===== config.mk =====
export PLATFORM = sky130hd
export DESIGN_NAME = sgl_walker
export DESIGN_NICKNAME = d
export VERILOG_FILES = /design/src/rtl/sgl_pkg.sv /design/src/rtl/sgl_word_fields.sv /design/src/rtl/sgl_ctrl.sv /design/src/rtl/sgl_walker.sv
export SDC_FILE = /design/constraint.sdc
export NUM_CORES = 1
export LEC_CHECK = 0
export ABC_AREA = 1
export ABC_CLOCK_PERIOD_IN_PS = 5780
export BUFFER_PORTS_ARGS = -buffer_cell sky130_fd_sc_hd__buf_2
export CAP_MARGIN = 20
export CORE_UTILIZATION = 50
export DETAILED_ROUTE_END_ITERATION = 12
export PLACE_DENSITY = 0.77
export SLEW_MARGIN = 25
export SYNTH_ARGS = -nofsm -noshare
export SYNTH_HDL_FRONTEND = slang
export SYNTH_SLANG_ARGS = --single-unit

===== constraint.sdc =====
create_clock -name clk -period 5.78 [get_ports clk]
set_clock_uncertainty 0.2 [all_clocks]
set_input_delay 1.156 -clock clk [delete_from_list [all_inputs] [get_ports clk]]
set_output_delay 1.156 -clock clk [all_outputs]
set_load 0.05 [all_outputs]

===== src/rtl/sgl_pkg.sv =====
package sgl_pkg;
    localparam int unsigned WORD_BYTES  = 4;
    localparam int unsigned ENTRY_WORDS = 2;

    typedef enum logic [2:0] {
        ST_IDLE,
        ST_LEN_REQ,
        ST_LEN_WAIT,
        ST_ADR_REQ,
        ST_ADR_WAIT,
        ST_EMIT
    } sgl_state_e;
endpackage


===== src/rtl/sgl_word_fields.sv =====
module sgl_word_fields #(
    parameter int unsigned DATA_W = 32,
    parameter int unsigned LEN_W  = 28,
    parameter int unsigned ADDR_W = 32
) (
    input  logic [DATA_W-1:0] word_i,
    output logic [LEN_W-1:0]  len_o,
    output logic              last_o,
    output logic [ADDR_W-1:0] addr_o
);
    logic unused_flag_bits;

    assign len_o            = word_i[LEN_W-1:0];
    assign last_o           = word_i[DATA_W-1];
    assign addr_o           = {1'b0, word_i[ADDR_W-2:0]};
    assign unused_flag_bits = ^word_i[DATA_W-2:LEN_W];
endmodule


===== src/rtl/sgl_ctrl.sv =====
module sgl_ctrl
    import sgl_pkg::*;
#(
    parameter int unsigned ADDR_W      = 32,
    parameter int unsigned LEN_W       = 28,
    parameter int unsigned MAX_ENTRIES = 256
) (
    input  logic              clk,
    input  logic              rst_n,
    input  logic              start_i,
    input  logic              sg_en_i,
    input  logic [ADDR_W-1:0] list_base_i,
    input  logic [ADDR_W-1:0] src_addr_i,
    input  logic [LEN_W-1:0]  src_len_i,
    output logic              mem_req_valid_o,
    input  logic              mem_req_ready_i,
    output logic [ADDR_W-1:0] mem_req_addr_o,
    input  logic              mem_rsp_valid_i,
    input  logic [LEN_W-1:0]  fld_len_i,
    input  logic              fld_last_i,
    input  logic [ADDR_W-1:0] fld_addr_i,
    output logic              seg_valid_o,
    input  logic              seg_ready_i,
    output logic [ADDR_W-1:0] seg_addr_o,
    output logic [LEN_W-1:0]  seg_len_o,
    output logic              seg_last_o,
    output logic              done_o,
    output logic              error_o
);
    localparam int unsigned IDX_W       = $clog2(MAX_ENTRIES);
    localparam int unsigned ENTRY_SHIFT = $clog2(WORD_BYTES * ENTRY_WORDS);
    localparam logic [ADDR_W-1:0] ADDR_KEEP = {1'b0, {(ADDR_W-1){1'b1}}};
    localparam logic [IDX_W-1:0]  LAST_IDX  = IDX_W'(MAX_ENTRIES - 1);

    typedef struct packed {
        sgl_state_e        st;
        logic [IDX_W-1:0]  idx;
        logic [ADDR_W-1:0] base;
        logic [ADDR_W-1:0] saddr;
        logic [LEN_W-1:0]  slen;
        logic              slast;
        logic              done;
        logic              err;
    } regs_t;

    regs_t r_q, r_d;
    logic  seg_take;
    logic [ADDR_W-1:0] entry_ofs;
    logic [ADDR_W-1:0] word_ofs;

    assign seg_take  = (r_q.st == ST_EMIT) && seg_ready_i;
    assign entry_ofs = ADDR_W'(r_q.idx) << ENTRY_SHIFT;
    assign word_ofs  = (r_q.st == ST_ADR_REQ) ? ADDR_W'(WORD_BYTES) : '0;

    always_comb begin
        r_d      = r_q;
        r_d.done = 1'b0;
        unique case (r_q.st)
            ST_IDLE: begin
                if (start_i) begin
                    r_d.err  = 1'b0;
                    r_d.idx  = '0;
                    r_d.base = list_base_i;
                    if (sg_en_i) begin
                        r_d.st = ST_LEN_REQ;
                    end else begin
                        r_d.saddr = src_addr_i & ADDR_KEEP;
                        r_d.slen  = src_len_i;
                        r_d.slast = 1'b1;
                        r_d.st    = ST_EMIT;
                    end
                end
            end
            ST_LEN_REQ:  if (mem_req_ready_i) r_d.st = ST_LEN_WAIT;
            ST_LEN_WAIT: begin
                if (mem_rsp_valid_i) begin
                    r_d.slen  = fld_len_i;
                    r_d.slast = fld_last_i;
                    r_d.st    = ST_ADR_REQ;
                end
            end
            ST_ADR_REQ:  if (mem_req_ready_i) r_d.st = ST_ADR_WAIT;
            ST_ADR_WAIT: begin
                if (mem_rsp_valid_i) begin
                    r_d.saddr = fld_addr_i;
                    r_d.st    = ST_EMIT;
                end
            end
            ST_EMIT: begin
                if (seg_ready_i) begin
                    if (r_q.slast) begin
                        r_d.done = 1'b1;
                        r_d.st   = ST_IDLE;
                    end else if (r_q.idx == LAST_IDX) begin
                        r_d.done = 1'b1;
                        r_d.err  = 1'b1;
                        r_d.st   = ST_IDLE;
                    end else begin
                        r_d.idx = r_q.idx + 1'b1;
                        r_d.st  = ST_LEN_REQ;
                    end
                end
            end
            default: r_d.st = ST_IDLE;
        endcase
    end

    always_ff @(posedge clk or negedge rst_n) begin
        if (!rst_n) r_q <= '0;
        else        r_q <= r_d;
    end

    assign mem_req_valid_o = (r_q.st == ST_LEN_REQ) || (r_q.st == ST_ADR_REQ);
    assign mem_req_addr_o  = r_q.base + entry_ofs + word_ofs;
    assign seg_valid_o     = (r_q.st == ST_EMIT);
    assign seg_addr_o      = r_q.saddr;
    assign seg_len_o       = r_q.slen;
    assign seg_last_o      = r_q.slast;
    assign done_o          = r_q.done;
    assign error_o         = r_q.err;

    assert_no_req_during_seg_R5: assert property (@(posedge clk) disable iff (!rst_n)
        !(mem_req_valid_o && seg_valid_o));
    assert_seg_hold_R12: assert property (@(posedge clk) disable iff (!rst_n)
        (seg_valid_o && !seg_ready_i) |=> (seg_valid_o && $stable(seg_addr_o) && $stable(seg_len_o) && $stable(seg_last_o)));
    assert_req_hold_R12: assert property (@(posedge clk) disable iff (!rst_n)
        (mem_req_valid_o && !mem_req_ready_i) |=> (mem_req_valid_o && $stable(mem_req_addr_o)));
    assert_done_pulse_R9: assert property (@(posedge clk) disable iff (!rst_n)
        done_o |=> !done_o);
    assert_done_after_take_R9: assert property (@(posedge clk) disable iff (!rst_n)
        done_o |-> $past(seg_take));
    assert_err_with_done_R7: assert property (@(posedge clk) disable iff (!rst_n)
        $rose(error_o) |-> done_o);
    assert_addr_masked_R3: assert property (@(posedge clk) disable iff (!rst_n)
        seg_valid_o |-> !seg_addr_o[ADDR_W-1]);
endmodule


===== src/rtl/sgl_walker.sv =====
module sgl_walker #(
    parameter int unsigned ADDR_W      = 32,
    parameter int unsigned DATA_W      = 32,
    parameter int unsigned LEN_W       = 28,
    parameter int unsigned MAX_ENTRIES = 256
) (
    input  logic              clk,
    input  logic              rst_n,
    input  logic              start_i,
    input  logic              sg_en_i,
    input  logic [ADDR_W-1:0] list_base_i,
    input  logic [ADDR_W-1:0] src_addr_i,
    input  logic [LEN_W-1:0]  src_len_i,
    output logic              mem_req_valid_o,
    input  logic              mem_req_ready_i,
    output logic [ADDR_W-1:0] mem_req_addr_o,
    input  logic              mem_rsp_valid_i,
    input  logic [DATA_W-1:0] mem_rsp_data_i,
    output logic              seg_valid_o,
    input  logic              seg_ready_i,
    output logic [ADDR_W-1:0] seg_addr_o,
    output logic [LEN_W-1:0]  seg_len_o,
    output logic              seg_last_o,
    output logic              done_o,
    output logic              error_o
);
    logic [LEN_W-1:0]  fld_len;
    logic              fld_last;
    logic [ADDR_W-1:0] fld_addr;

    sgl_word_fields #(.DATA_W(DATA_W), .LEN_W(LEN_W), .ADDR_W(ADDR_W)) fields_i (
        .word_i (mem_rsp_data_i),
        .len_o  (fld_len),
        .last_o (fld_last),
        .addr_o (fld_addr)
    );

    sgl_ctrl #(.ADDR_W(ADDR_W), .LEN_W(LEN_W), .MAX_ENTRIES(MAX_ENTRIES)) ctrl_i (
        .clk             (clk),
        .rst_n           (rst_n),
        .start_i         (start_i),
        .sg_en_i         (sg_en_i),
        .list_base_i     (list_base_i),
        .src_addr_i      (src_addr_i),
        .src_len_i       (src_len_i),
        .mem_req_valid_o (mem_req_valid_o),
        .mem_req_ready_i (mem_req_ready_i),
        .mem_req_addr_o  (mem_req_addr_o),
        .mem_rsp_valid_i (mem_rsp_valid_i),
        .fld_len_i       (fld_len),
        .fld_last_i      (fld_last),
        .fld_addr_i      (fld_addr),
        .seg_valid_o     (seg_valid_o),
        .seg_ready_i     (seg_ready_i),
        .seg_addr_o      (seg_addr_o),
        .seg_len_o       (seg_len_o),
        .seg_last_o      (seg_last_o),
        .done_o          (done_o),
        .error_o         (error_o)
    );
endmodule


==> flow_summary.toml <==
[setup_path]
cp_max_fo = 34
crit_arrival_ps = 3190
crit_path_top_delay_cell = "fa_1"
critPathKind = "flip-flop to primary output"
crit_buf_inv = 4
cpLargestDelayFamily = "buffers and inverters"
endpoint_kind = "primary output"
cpMostUsedCell = "nand3_1"
cp_num_cells = 13
startpoint_type = "flip-flop"
max_stage_delay_ps = 430
cp.required_ps = 4420
ff2ff_path_depth = 10
cp_cell_sequence = "buf_4 > nand2_1 > nor2_1 > ha_1 > inv_1 > fa_1 > inv_1 > nand3_1 > nand3_1 > nand2_1 > nand3_1 > xor2_1 > buf_2"

[clock_network]
cts-resized-gates = 0
clkTransAtPathRegs_ps = 70
cts-buffers-inserted = 9
cts_tree = "built"
clockBufferDepth = 2
holdBufCountCts = 0
clock-root-buffer = "clkbuf_16"
cts.sinks = 105
clk_latency_ps = 360
cts_max_level = 3
cts_setup_buffers = 0

[yosys]
synth_edf_count = 0
ys_warn_count = 0
synth_top_cell_by_area = "dfrtp_1"
syn-instance-count = 930
yosysSeqAreaShare = 0.393
syn_nets = 1072
yosysTopAreaCellShare = 0.393
synth_most_common_cell = "nand2_1"
async_flop_share = 1.00
synth_cell_types = 30
ys_ff_latch = 105
synthFlopType = "dfrtp_1"
synth_top_cells_by_count = "nand2_1 (243), nand3_1 (130), dfrtp_1 (105), nor2_1 (99), buf_4 (68)"
synthTopCellsByArea = "dfrtp_1 (39%), nand2_1 (14%), nand3_1 (9.7%)"
netlist_area_um2 = 6680
postSynthAreaPerCell_um2 = 7.19

[place]
gp_congestion = 0.913
place_ws_ps = 1680
placed_area_um2 = 7400
portBuffers = 225
dp_hpwl_um = 13200

[global_routing]
grt_pass1_vias = 6248
grt_antenna_before_repair = 2
grt_pass1_wl_um = 30500
track_usage = 0.273
overflow = 0
grt_max_degree = 64

[pwr]
power_density_nw_per_um2 = 626
intPower_mw = 2.06
total_power_mw = 4.81
p_seq_frac = 0.274
p_leak_nw = 3.96
power_frac_clock = 0.124
p_sw_mw = 2.75
ir_drop_uv = 342
combPwrFrac = 0.603
p_sw_frac = 0.572

[route]
avgRoutedWirePerCell_um = 14.9
drc = 0
wl_um = 18500
drt_iter0_drc = 487
drtPass1Iterations = 5
via_count = 6601
routed_via_density = 5.32
ant_nets = 0

[die]
core-area_um2 = 12800
row_count = 41
initial_core_util = 0.521
dieArea_um2 = 13800
io_pins = 228
die_width_um = 118
die_y_um = 118

[timing]
rsz0062_at_grt = "false"
fin_tns_setup_ps = 0
finalCritPeriodShare = 0.787
max_freq_ghz = 0.220
drv_slew = 0
hold_ws_ps = 279
tightest_slew_ps = 960
period_needed_ps = 4550
setup_slack_ps = 1230
slew_headroom = 0.359
setup-violations-final = 0
finalHoldViolCount = 0

[finish]
design_area_um2 = 7690
nNetsFinal = 1204
drive_gt1_frac = 0.248
seq_area_um2 = 2630
fill_cells = 1278
multiInputGateArea_um2 = 3110
area_growth_pct = 15.1

[status]
status = "finished clean"

[flow_run]
drv_cap = 0

[worst_hold_path]
whs_path_depth = 2
min_path_type = "flip-flop to flip-flop"
tightest hold or removal path, stage by stage, from the launching register on:
cell and delay (ps):
dfrtp_1 340, nand2_1 50, nand2_1 60
power by group through the flow:
stage | registers (mW) | logic (mW) | clock network, mW
finish | 1.32 | 2.90 | 0.596
global route | 1.36 | 3.11 | 0.638
CTS | 1.31 | 2.90 | 0.608
detailed placement | 1.32 | 2.90 | 0
global placement | 1.32 | 2.87 | 0
floorplan | 1.27 | 2.59 | 0
placed cells by master (no fill, tap or decap), types with 7 or more instances in the layout:
| cell | n |
|---|---|
| a31oi_1 | 60 |
| o21ai_1 | 18 |
| nand3b_1 | 12 |
| clkbuf_16 | 9 |
| inv_1 | 61 |
| nor2_1 | 98 |
| buf_4 | 9 |
| dfrtp_1 | 105 |
| xor2_1 | 10 |
| nand3_1 | 130 |
| buf_2 | 224 |
| ha_1 | 10 |
| nand4_1 | 36 |
| inv_2 | 7 |
| nand2_1 | 243 |
metrics by stage:
step / util / cells
after floorplan: - / 930
after global placement: 0.577 / 1223
after detailed placement: 0.577 / 1223
after CTS: 0.599 / 1239
after global routing: 0.600 / 1241
final: 0.600 / 1241
per-layer routing:
| layer | vias up | track usage | part of all wire |
|---|---|---|---|
| met3 | 38 | 0.0673 | 0.065 |
| met1 | 3028 | 0.338 | 0.44 |
| met5 | - | 0 | 0 |
| met4 | 0 | 0.106 | 0.027 |
| met2 | 253 | 0.458 | 0.47 |
| li1 | 3282 | - | - |
cells by family (layout without fill, tap and decap cells):
group           after synthesis  after routing  share of synthesized area
compound gates               88             88                     0.0785
xor+xnor                     12             12                     0.0157
buf+inv                     181            318                      0.143
simple gates                532            532                      0.347
fa+ha+maj                    11             11                     0.0217
flops                       105            105                      0.393
other cells                   1              3                   0.000561
cell type report:
class | instances | area share
clock buffer | 11 | 0.0316
sequential | 105 | 0.342
multi-input combinational | 644 | 0.405
clock inverter | 5 | 0.00488
antenna | 2 | 0.000651
inverter | 69 | 0.0340
tap | 172 | 0.0280
timing repair buffer | 233 | 0.155
path summary, 6_finish.rpt:
check / startpoint / end / slack (ps)
max: ctrl_i.r_q[104] / mem_req_addr_o[14] / 1230
min: ctrl_i.r_q[63] / ctrl_i.r_q[63] / 280
max reg2reg: ctrl_i.r_q[104] / ctrl_i.r_q[103] / 2820
min reg2reg: ctrl_i.r_q[63] / ctrl_i.r_q[63] / 280
max in group asynchronous: rst_n / ctrl_i.seg_len_o[25] / 3610
min in group asynchronous: rst_n / ctrl_i.seg_addr_o[4] / 650
sequential cells by signal (all words and copies together) (netlist names):
register	cells
ctrl_i.seg_len_o	28
ctrl_i.error_o	1
ctrl_i.seg_addr_o	31
ctrl_i.done_o	1
ctrl_i.entry_ofs	8
ctrl_i.r_q	35
ctrl_i.seg_last_o	1
Power figures use the tool's default switching activity.
